**src/rtl/trap_seq_pkg.sv**
```systemverilog
`timescale 1ns/1ps
package trap_seq_pkg;

  localparam int TT_W  = 9;
  localparam int PS_W  = 13;
  localparam int HPS_W = 12;
  localparam int TS_W  = 64;

  typedef enum logic [1:0] {
    TK_PLAIN = 2'd0,
    TK_CLEAN = 2'd1,
    TK_SPILL = 2'd2,
    TK_FILL  = 2'd3
  } trap_kind_e;

  localparam logic [PS_W-1:0]  PS_POR  = 13'h0010;
  localparam logic [HPS_W-1:0] HPS_POR = 12'h024;

  // Processor-state rewrite on privileged entry: force masks then copy tle into cle.
  function automatic logic [PS_W-1:0] entry_pstate(input logic [PS_W-1:0] ps);
    logic [PS_W-1:0] set_m, clr_m, r;
    set_m = 13'h0014;          // pef, priv
    clr_m = 13'h020A;          // am, ie, and cle (refilled below)
    r     = (ps & ~clr_m) | set_m;
    r     = r | (ps[8] ? 13'h0200 : 13'h0000);
    return r;
  endfunction

  // Packs the saved-state word.
  function automatic logic [TS_W-1:0] pack_tstate(
    input logic [2:0]      gl,
    input logic [7:0]      ccr,
    input logic [7:0]      asi,
    input logic [PS_W-1:0] ps,
    input logic [4:0]      cwp
  );
    logic [TS_W-1:0] w;
    w = '0;
    w[42:40] = gl;
    w[39:32] = ccr;
    w[31:24] = asi;
    w[20:8]  = ps;
    w[4:0]   = cwp;
    return w;
  endfunction

endpackage

```
**src/rtl/trap_classify.sv**
```systemverilog
`timescale 1ns/1ps
module trap_classify
  import trap_seq_pkg::*;
(
  input  logic [TT_W-1:0] tt,
  output trap_kind_e      kind
);
  logic hi_zero;
  assign hi_zero = (tt[8] == 1'b0);

  always_comb begin
    kind = TK_PLAIN;
    if (tt == 9'h024)                          kind = TK_CLEAN;
    else if (hi_zero && tt[7:6] == 2'b10)      kind = TK_SPILL;
    else if (hi_zero && tt[7:6] == 2'b11)      kind = TK_FILL;
  end
endmodule

```
**src/rtl/trap_cwp_adj.sv**
```systemverilog
`timescale 1ns/1ps
module trap_cwp_adj
  import trap_seq_pkg::*;
#(
  parameter int NWIN = 8,
  localparam int CWPW = (NWIN > 1) ? $clog2(NWIN) : 1
)(
  input  trap_kind_e      kind,
  input  logic [CWPW-1:0] cwp,
  input  logic [CWPW-1:0] cansave,
  output logic [CWPW-1:0] cwp_nxt
);
  localparam int SW = CWPW + 2;
  localparam logic [CWPW-1:0] TOP = CWPW'(NWIN - 1);

  logic [SW-1:0]   spill_sum;
  logic [CWPW-1:0] spill_w, clean_w, fill_w;

  assign spill_sum = SW'(cwp) + SW'(cansave) + SW'(2);
  assign spill_w   = CWPW'(spill_sum % SW'(NWIN));
  assign clean_w   = (cwp == TOP) ? '0 : cwp + CWPW'(1);
  assign fill_w    = (cwp == '0) ? TOP : cwp - CWPW'(1);

  always_comb begin
    unique case (kind)
      TK_CLEAN: cwp_nxt = clean_w;
      TK_SPILL: cwp_nxt = spill_w;
      TK_FILL:  cwp_nxt = fill_w;
      default:  cwp_nxt = cwp;
    endcase
  end
endmodule

```
**src/rtl/trap_stack.sv**
```systemverilog
`timescale 1ns/1ps
module trap_stack
  import trap_seq_pkg::*;
#(
  parameter int MAX_TL = 6,
  parameter int PC_W   = 64,
  localparam int TLW   = $clog2(MAX_TL + 1)
)(
  input  logic              clk,
  input  logic              rst_n,
  input  logic              we,
  input  logic [TLW-1:0]    wlvl,
  input  logic [TS_W-1:0]   w_tstate,
  input  logic [PC_W-1:0]   w_tpc,
  input  logic [PC_W-1:0]   w_tnpc,
  input  logic [HPS_W-1:0]  w_htstate,
  input  logic [TT_W-1:0]   w_tt,
  input  logic [TLW-1:0]    rlvl,
  output logic [TS_W-1:0]   r_tstate,
  output logic [PC_W-1:0]   r_tpc,
  output logic [PC_W-1:0]   r_tnpc,
  output logic [HPS_W-1:0]  r_htstate,
  output logic [TT_W-1:0]   r_tt
);
  logic [TS_W-1:0]  ts_q  [1:MAX_TL];
  logic [PC_W-1:0]  pc_q  [1:MAX_TL];
  logic [PC_W-1:0]  npc_q [1:MAX_TL];
  logic [HPS_W-1:0] hts_q [1:MAX_TL];
  logic [TT_W-1:0]  tt_q  [1:MAX_TL];

  logic [MAX_TL:1] wr_hit;
  logic [MAX_TL:1] rd_hit;

  for (genvar g = 1; g <= MAX_TL; g++) begin : g_lvl
    assign wr_hit[g] = we && (wlvl == TLW'(g));
    assign rd_hit[g] = (rlvl == TLW'(g));
  end

  always_ff @(posedge clk or negedge rst_n) begin
    if (!rst_n) begin
      for (int i = 1; i <= MAX_TL; i++) begin
        ts_q[i]  <= '0;
        pc_q[i]  <= '0;
        npc_q[i] <= '0;
        hts_q[i] <= '0;
        tt_q[i]  <= '0;
      end
    end else begin
      for (int i = 1; i <= MAX_TL; i++) begin
        if (wr_hit[i]) begin
          ts_q[i]  <= w_tstate;
          pc_q[i]  <= w_tpc;
          npc_q[i] <= w_tnpc;
          hts_q[i] <= w_htstate;
          tt_q[i]  <= w_tt;
        end
      end
    end
  end

  always_comb begin
    r_tstate  = '0;
    r_tpc     = '0;
    r_tnpc    = '0;
    r_htstate = '0;
    r_tt      = '0;
    for (int i = 1; i <= MAX_TL; i++) begin
      if (rd_hit[i]) begin
        r_tstate  = ts_q[i];
        r_tpc     = pc_q[i];
        r_tnpc    = npc_q[i];
        r_htstate = hts_q[i];
        r_tt      = tt_q[i];
      end
    end
  end

  AST_WRITE_ONE_LEVEL: assert property (@(posedge clk) disable iff (!rst_n)
    $onehot0(wr_hit)) else $error("write hits more than one level");
  AST_WRITE_LEVEL_VALID: assert property (@(posedge clk) disable iff (!rst_n)
    we |-> (wlvl >= TLW'(1)) && (wlvl <= TLW'(MAX_TL))) else $error("write level out of range");
endmodule

```
**src/rtl/trap_entry_seq.sv**
```systemverilog
`timescale 1ns/1ps
module trap_entry_seq
  import trap_seq_pkg::*;
#(
  parameter int MAX_TL = 6,
  parameter int MAX_GL = 3,
  parameter int NWIN   = 8,
  parameter int PC_W   = 64,
  localparam int TLW   = $clog2(MAX_TL + 1),
  localparam int GLW   = $clog2(MAX_GL + 1),
  localparam int CWPW  = (NWIN > 1) ? $clog2(NWIN) : 1
)(
  input  logic              clk,
  input  logic              rst_n,
  input  logic              trap_req,
  input  logic [8:0]        trap_type,
  input  logic [TLW-1:0]    cur_tl,
  input  logic [GLW-1:0]    cur_gl,
  input  logic [7:0]        cur_ccr,
  input  logic [7:0]        cur_asi,
  input  logic [12:0]       cur_pstate,
  input  logic [11:0]       cur_hpstate,
  input  logic [CWPW-1:0]   cur_cwp,
  input  logic [CWPW-1:0]   cur_cansave,
  input  logic [PC_W-1:0]   cur_pc,
  input  logic [PC_W-1:0]   cur_npc,
  input  logic [TLW-1:0]    rd_lvl,
  output logic              done,
  output logic              err,
  output logic [TLW-1:0]    tl_o,
  output logic [GLW-1:0]    gl_o,
  output logic [12:0]       pstate_o,
  output logic [11:0]       hpstate_o,
  output logic [CWPW-1:0]   cwp_o,
  output logic [63:0]       rd_tstate,
  output logic [PC_W-1:0]   rd_tpc,
  output logic [PC_W-1:0]   rd_tnpc,
  output logic [11:0]       rd_htstate,
  output logic [8:0]        rd_tt
);
  localparam logic [TLW-1:0] TL_TOP = TLW'(MAX_TL);
  localparam logic [GLW-1:0] GL_TOP = GLW'(MAX_GL);

  function automatic logic [GLW-1:0] next_gl(input logic [GLW-1:0] g);
    return (g >= GL_TOP) ? GL_TOP : g + GLW'(1);
  endfunction

  // Named internal events
  logic            accept_w, refuse_w;
  logic [TLW-1:0]  new_tl_w;
  trap_kind_e      kind_w;
  logic [CWPW-1:0] cwp_nxt_w;
  logic [TS_W-1:0] tstate_w;

  assign accept_w = trap_req && (cur_tl < TL_TOP);
  assign refuse_w = trap_req && !accept_w;
  assign new_tl_w = cur_tl + TLW'(1);
  assign tstate_w = pack_tstate(3'(cur_gl), cur_ccr, cur_asi, cur_pstate, 5'(cur_cwp));

  trap_classify u_cls (
    .tt   (trap_type),
    .kind (kind_w)
  );

  trap_cwp_adj #(.NWIN(NWIN)) u_cwp (
    .kind    (kind_w),
    .cwp     (cur_cwp),
    .cansave (cur_cansave),
    .cwp_nxt (cwp_nxt_w)
  );

  trap_stack #(.MAX_TL(MAX_TL), .PC_W(PC_W)) u_stk (
    .clk       (clk),
    .rst_n     (rst_n),
    .we        (accept_w),
    .wlvl      (new_tl_w),
    .w_tstate  (tstate_w),
    .w_tpc     (cur_pc),
    .w_tnpc    (cur_npc),
    .w_htstate (cur_hpstate),
    .w_tt      (trap_type),
    .rlvl      (rd_lvl),
    .r_tstate  (rd_tstate),
    .r_tpc     (rd_tpc),
    .r_tnpc    (rd_tnpc),
    .r_htstate (rd_htstate),
    .r_tt      (rd_tt)
  );

  always_ff @(posedge clk or negedge rst_n) begin
    if (!rst_n) begin
      done      <= 1'b0;
      err       <= 1'b0;
      tl_o      <= TL_TOP;
      gl_o      <= GL_TOP;
      pstate_o  <= PS_POR;
      hpstate_o <= HPS_POR;
      cwp_o     <= '0;
    end else begin
      done <= accept_w;
      err  <= refuse_w;
      if (accept_w) begin
        tl_o      <= new_tl_w;
        gl_o      <= next_gl(cur_gl);
        pstate_o  <= entry_pstate(cur_pstate);
        hpstate_o <= cur_hpstate;
        cwp_o     <= cwp_nxt_w;
      end
    end
  end

  AST_DONE_FOLLOWS_ACCEPT: assert property (@(posedge clk) disable iff (!rst_n)
    (trap_req && cur_tl < TL_TOP) |=> (done && !err)) else $error("done missing");
  AST_TL_STEP: assert property (@(posedge clk) disable iff (!rst_n)
    done |-> (tl_o == $past(cur_tl) + TLW'(1))) else $error("depth step wrong");
  AST_GL_CEILING: assert property (@(posedge clk) disable iff (!rst_n)
    done |-> (gl_o <= GL_TOP) && (($past(cur_gl) < GL_TOP) ? (gl_o > $past(cur_gl)) : (gl_o == GL_TOP))) else $error("gl wrong");
  AST_PSTATE_FORCED: assert property (@(posedge clk) disable iff (!rst_n)
    done |-> (pstate_o[4] && !pstate_o[3] && pstate_o[2] && !pstate_o[1] && (pstate_o[9] == $past(cur_pstate[8])))) else $error("pstate bits wrong");
  AST_CLEAN_MOVES: assert property (@(posedge clk) disable iff (!rst_n)
    (done && $past(trap_type) == 9'h024) |-> (cwp_o != $past(cur_cwp))) else $error("clean did not move");
  AST_PLAIN_KEEPS_CWP: assert property (@(posedge clk) disable iff (!rst_n)
    (done && $past(trap_type[8] || trap_type[7:6] == 2'b00) && $past(trap_type) != 9'h024) |-> (cwp_o == $past(cur_cwp))) else $error("cwp moved");
  AST_REFUSE_HOLDS: assert property (@(posedge clk) disable iff (!rst_n)
    (trap_req && cur_tl >= TL_TOP) |=> (err && !done && $stable(tl_o) && $stable(gl_o) && $stable(pstate_o) && $stable(cwp_o))) else $error("refusal changed state");
  AST_HPSTATE_PASS: assert property (@(posedge clk) disable iff (!rst_n)
    done |-> (hpstate_o == $past(cur_hpstate))) else $error("hpstate altered");
endmodule

```
**config.mk**
```make
export PLATFORM = sky130hd
export DESIGN_NAME = trap_entry_seq
export DESIGN_NICKNAME = d
export VERILOG_FILES = /design/src/rtl/trap_seq_pkg.sv /design/src/rtl/trap_classify.sv /design/src/rtl/trap_cwp_adj.sv /design/src/rtl/trap_stack.sv /design/src/rtl/trap_entry_seq.sv
export SDC_FILE = /design/constraint.sdc
export NUM_CORES = 1
export LEC_CHECK = 0
export CAP_MARGIN = 0
export CELL_PAD_IN_SITES_DETAIL_PLACEMENT = 2
export CELL_PAD_IN_SITES_GLOBAL_PLACEMENT = 2
export CORE_MARGIN = 2
export CORE_UTILIZATION = 38
export CTS_BUF_LIST = sky130_fd_sc_hd__clkbuf_2
export CTS_CLUSTER_DIAMETER = 120
export DETAILED_ROUTE_END_ITERATION = 12
export DONT_BUFFER_PORTS = 1
export MAX_ROUTING_LAYER = met4
export PLACE_DENSITY = 0.73
export SYNTH_ARGS = -nofsm -noshare
export SYNTH_HDL_FRONTEND = slang
export SYNTH_SLANG_ARGS = --single-unit
```
**constraint.sdc**
```tcl
create_clock -name clk -period 4.8 [get_ports clk]
set_clock_uncertainty 0.2 [all_clocks]
set_input_delay 0.72 -clock clk [delete_from_list [all_inputs] [get_ports clk]]
set_output_delay 0.72 -clock clk [all_outputs]
set_load 0.05 [all_outputs]
```
==> results.ini <==
[detailed_routing]
drc = 0
vias = 38400
wl_per_cell_um = 30.6
viasPerCell = 5.52
wl_um = 213000
ant_nets = 0
dr.pass1.iters = 7
initialDrtViolationCount = 2261

[floorplanning]
core_area_um2 = 148000
rows = 141
fp.dieW_um = 390
die_y_um = 390
ioPinCount = 443
initial_core_util_pct = 38.3
die_area_um2 = 152000

[place]
dp.cells = 5704
port_buffers = 0
hpwlAfterDp_um = 90300
place_congestion = 0.738

[outcome]
violations = slew limit
outcome = finished with violations

[clock_tree]
clockBufferDepth = 4
cts.clk_slew.worst_paths_ps = 150
ctsRootBufferMaster = clkbuf_2
cts_buffers = 328
cts_tree = yes
htree_levels = 5
worstSkewPairLatency_ps = 1810
clock-sinks = 1129

[job]
max_cap_viol_count = 0

[pwr]
power_mw = 30.5
cellLeakagePower_nw = 31.1
seqPwrFrac_pct = 45.6
p_switching_mw = 10.9
vdd_ir_drop_max_v = 0.000248
combPwrFrac_pct = 29.1
p_int_mw = 19.6
netSwitchingFraction_pct = 35.8
powerDensity_nw_per_um2 = 447
clockPowerShare_pct = 25.3

[setup_path]
reg2reg_slack_ps = 2740
crit_path_end = u_stk.pc_q[130]
end_kind = flip-flop
required_ps = 6180
criticalPathCategory = primary input to flip-flop
crit_fanout = 21
timing.rr.end = cwp_o[0]
crit_arrival_ps = 5940
startpoint = cur_tl[1]
r2r-start = cwp_o[0]
r2r_cells = 4
cp-start-kind = primary input

[finish]
instances_no_fill = 6954
nets = 5010
final_common_cell = dfrtp_1
layout-drive-gt1-share_pct = 41.0
mostFrequentLayoutCells = 1,123 x dfrtp_1, 1,020 x mux2_4, 695 x dlygate4sd3_1
register_area_um2 = 28300
multi_input_area_um2 = 25100
synthToLayoutAreaGrowth_pct = 20.3
n_fill_cell = 14100

[global_route]
grt_max_degree = 372
grt_pass1_vias = 46100
grt_util_all_layers_pct = 28.5
grt-ovfl-total = 0
antenna_found_initial = 5
grt_pass1_wl_um = 320000

[synth]
yosysSeqAreaShare_pct = 49.9
netlist_area_um2 = 56600
synth_cells = 3806
yosysWarnings = 0
avgSynthCellArea_um2 = 14.9
synthDistinctLibCells = 45
ys_seq_elements = 1129

[timing]
finalSetupViolations = 0
relSlewSlack_pct = -27.7
tns_ps = 0
fmax_mhz = 219
finalHoldViolCount = 0
post-route-period-util_pct = 94.9
tightest_slew_ps = 1920
finalCriticalPeriod_ps = 4560
rsz0062_at_grt = no
maxSlewViolCount = 134

[worst_hold_path]
hp-class = primary input to flip-flop

-- cells in the mapped netlist --
cell	instances	area (um^2)
o221a_2	1	11.3
a21bo_2	1	10.0
nor2b_1	3	18.8
and4bb_2	1	12.5
clkbuf_1	100	375
a21oi_1	365	1830
inv_1	10	37.5
a31o_2	1	8.76
mux2_4	1020	15300
nor2_1	189	709
buf_12	114	2280
a221oi_1	182	1590
a41o_1	1	10.0
mux2_2	260	2930
buf_1	27	101
nor4b_1	1	8.76
ha_1	12	150
nand4_1	1	6.26
nor3_1	1	5.00
nand2b_1	4	25.0
buf_4	41	308
nand3_1	3	15.0
buf_6	6	67.6
nand3b_1	1	7.51
nand2_1	70	263
dfstp_2	6	158
o211ai_1	1	7.51
or3_1	1	6.26
a41oi_1	2	17.5
dfrtp_1	1123	28100
mux2i_1	184	1840
xnor2_1	2	17.5
xor2_1	1	8.76
and2b_1	1	7.51
o311ai_0	1	8.76
a31oi_1	3	18.8
a22oi_1	1	7.51
a21o_1	1	7.51
conb_1	2	7.51
inv_2	1	3.75
a311oi_1	2	17.5
o311a_1	1	10.0
and3_1	7	43.8
buf_2	44	220
o21ai_0	7	35.0
-- state kept, by name, indices dropped and copies added, names as in the netlist --
| signal | count |
|---|---|
| u_stk.npc_q | 384 |
| u_stk.pc_q | 384 |
| u_stk.ts_q | 204 |
| u_stk.hts_q | 72 |
| u_stk.tt_q | 54 |
| hpstate_o | 12 |
| pstate_o | 9 |
| cwp_o | 3 |
| tl_o | 3 |
| gl_o | 2 |
| done | 1 |
| err | 1 |
-- worst min path at each step --
stage,start,to,slack [ps],depth (start not counted)
after CTS,cur_pc[15],u_stk.pc_q[207],0.9,3
final,cur_npc[13],u_stk.npc_q[269],240,3
after floorplan,rst_n,cwp_o[0],220,0
after global placement,rst_n,u_stk.ts_q[89],220,0
after global routing,cur_npc[13],u_stk.npc_q[269],4,3
after detailed placement,rst_n,u_stk.ts_q[281],220,0
-- final cells by class --
type,count,share of cell area [%]
flip-flops and latches,1129,41.5
multi-input cells,2365,36.9
repair buffers,968,14.1
well taps,1930,3.54
clock buffers,471,3.46
clock inverters,70,0.479
inverters,11,0.0606
diodes,10,0.0367
-- worst max-delay path, stage by stage --
cell,delay [ps]
dlygate4sd3_1,540
dlygate4sd3_1,770
ha_1,230
dlygate4sd3_1,580
and3_4,180
dlygate4sd3_1,1160
buf_12,300
buf_4,450
mux2_4,350
dlygate4sd3_1,580
-- metrics by stage --
stage	utilization, %	setup slack, ps	hold WS (ps)	instance area [um^2]
6_report	46.1	243	239	68200
5_1_grt	46.1	278	3.87	68200
4_1_cts	46.1	431	0.930	68100
3_5_place_dp	39.5	545	225	58400
3_3_place_gp	39.5	717	225	58400
2_1_floorplan	-	1230	224	56800
-- power by group through the flow --
stage	clock network [mW]	logic (mW)	registers [mW]
floorplan	0	6.04	13.1
detailed placement	0	7.17	13.6
global placement	0	6.89	13.4
global route	8.42	9.32	14.1
finish	7.72	8.86	13.9
CTS	7.44	8.29	13.5
-- timing repair --
action | in CTS | in global routing
setup buffers | 0 | 0
gates resized for setup | 0 | 0
endpoints found under the hold margin | 1633 | 0
hold buffers | 699 | 0
-- metal layers --
metal | up-vias | GRT usage [%] | wire length, um
met3 | 511 | 5.13 | 8220
li1 | 15800 | - | -
met4 | 0 | 11.1 | 7910
met5 | - | - | 0
met2 | 1164 | 50.3 | 113000
met1 | 20900 | 31.9 | 83700
-- cell families (layout without fill, tap and decap cells) --
kind of cell	Yosys count	after routing	synth area share, %
AOI/OAI and AO/OA	570	570	6.34
xor gates and xnor gates	3	3	0.0464
adders and majority gates	12	12	0.265
buffers and inverters	343	1520	6.00
DFF	1129	1129	49.9
muxes	1464	1464	35.5
other	2	43	0.0133
and+or+nand+nor	283	283	1.99
Power figures use the tool's default switching activity.
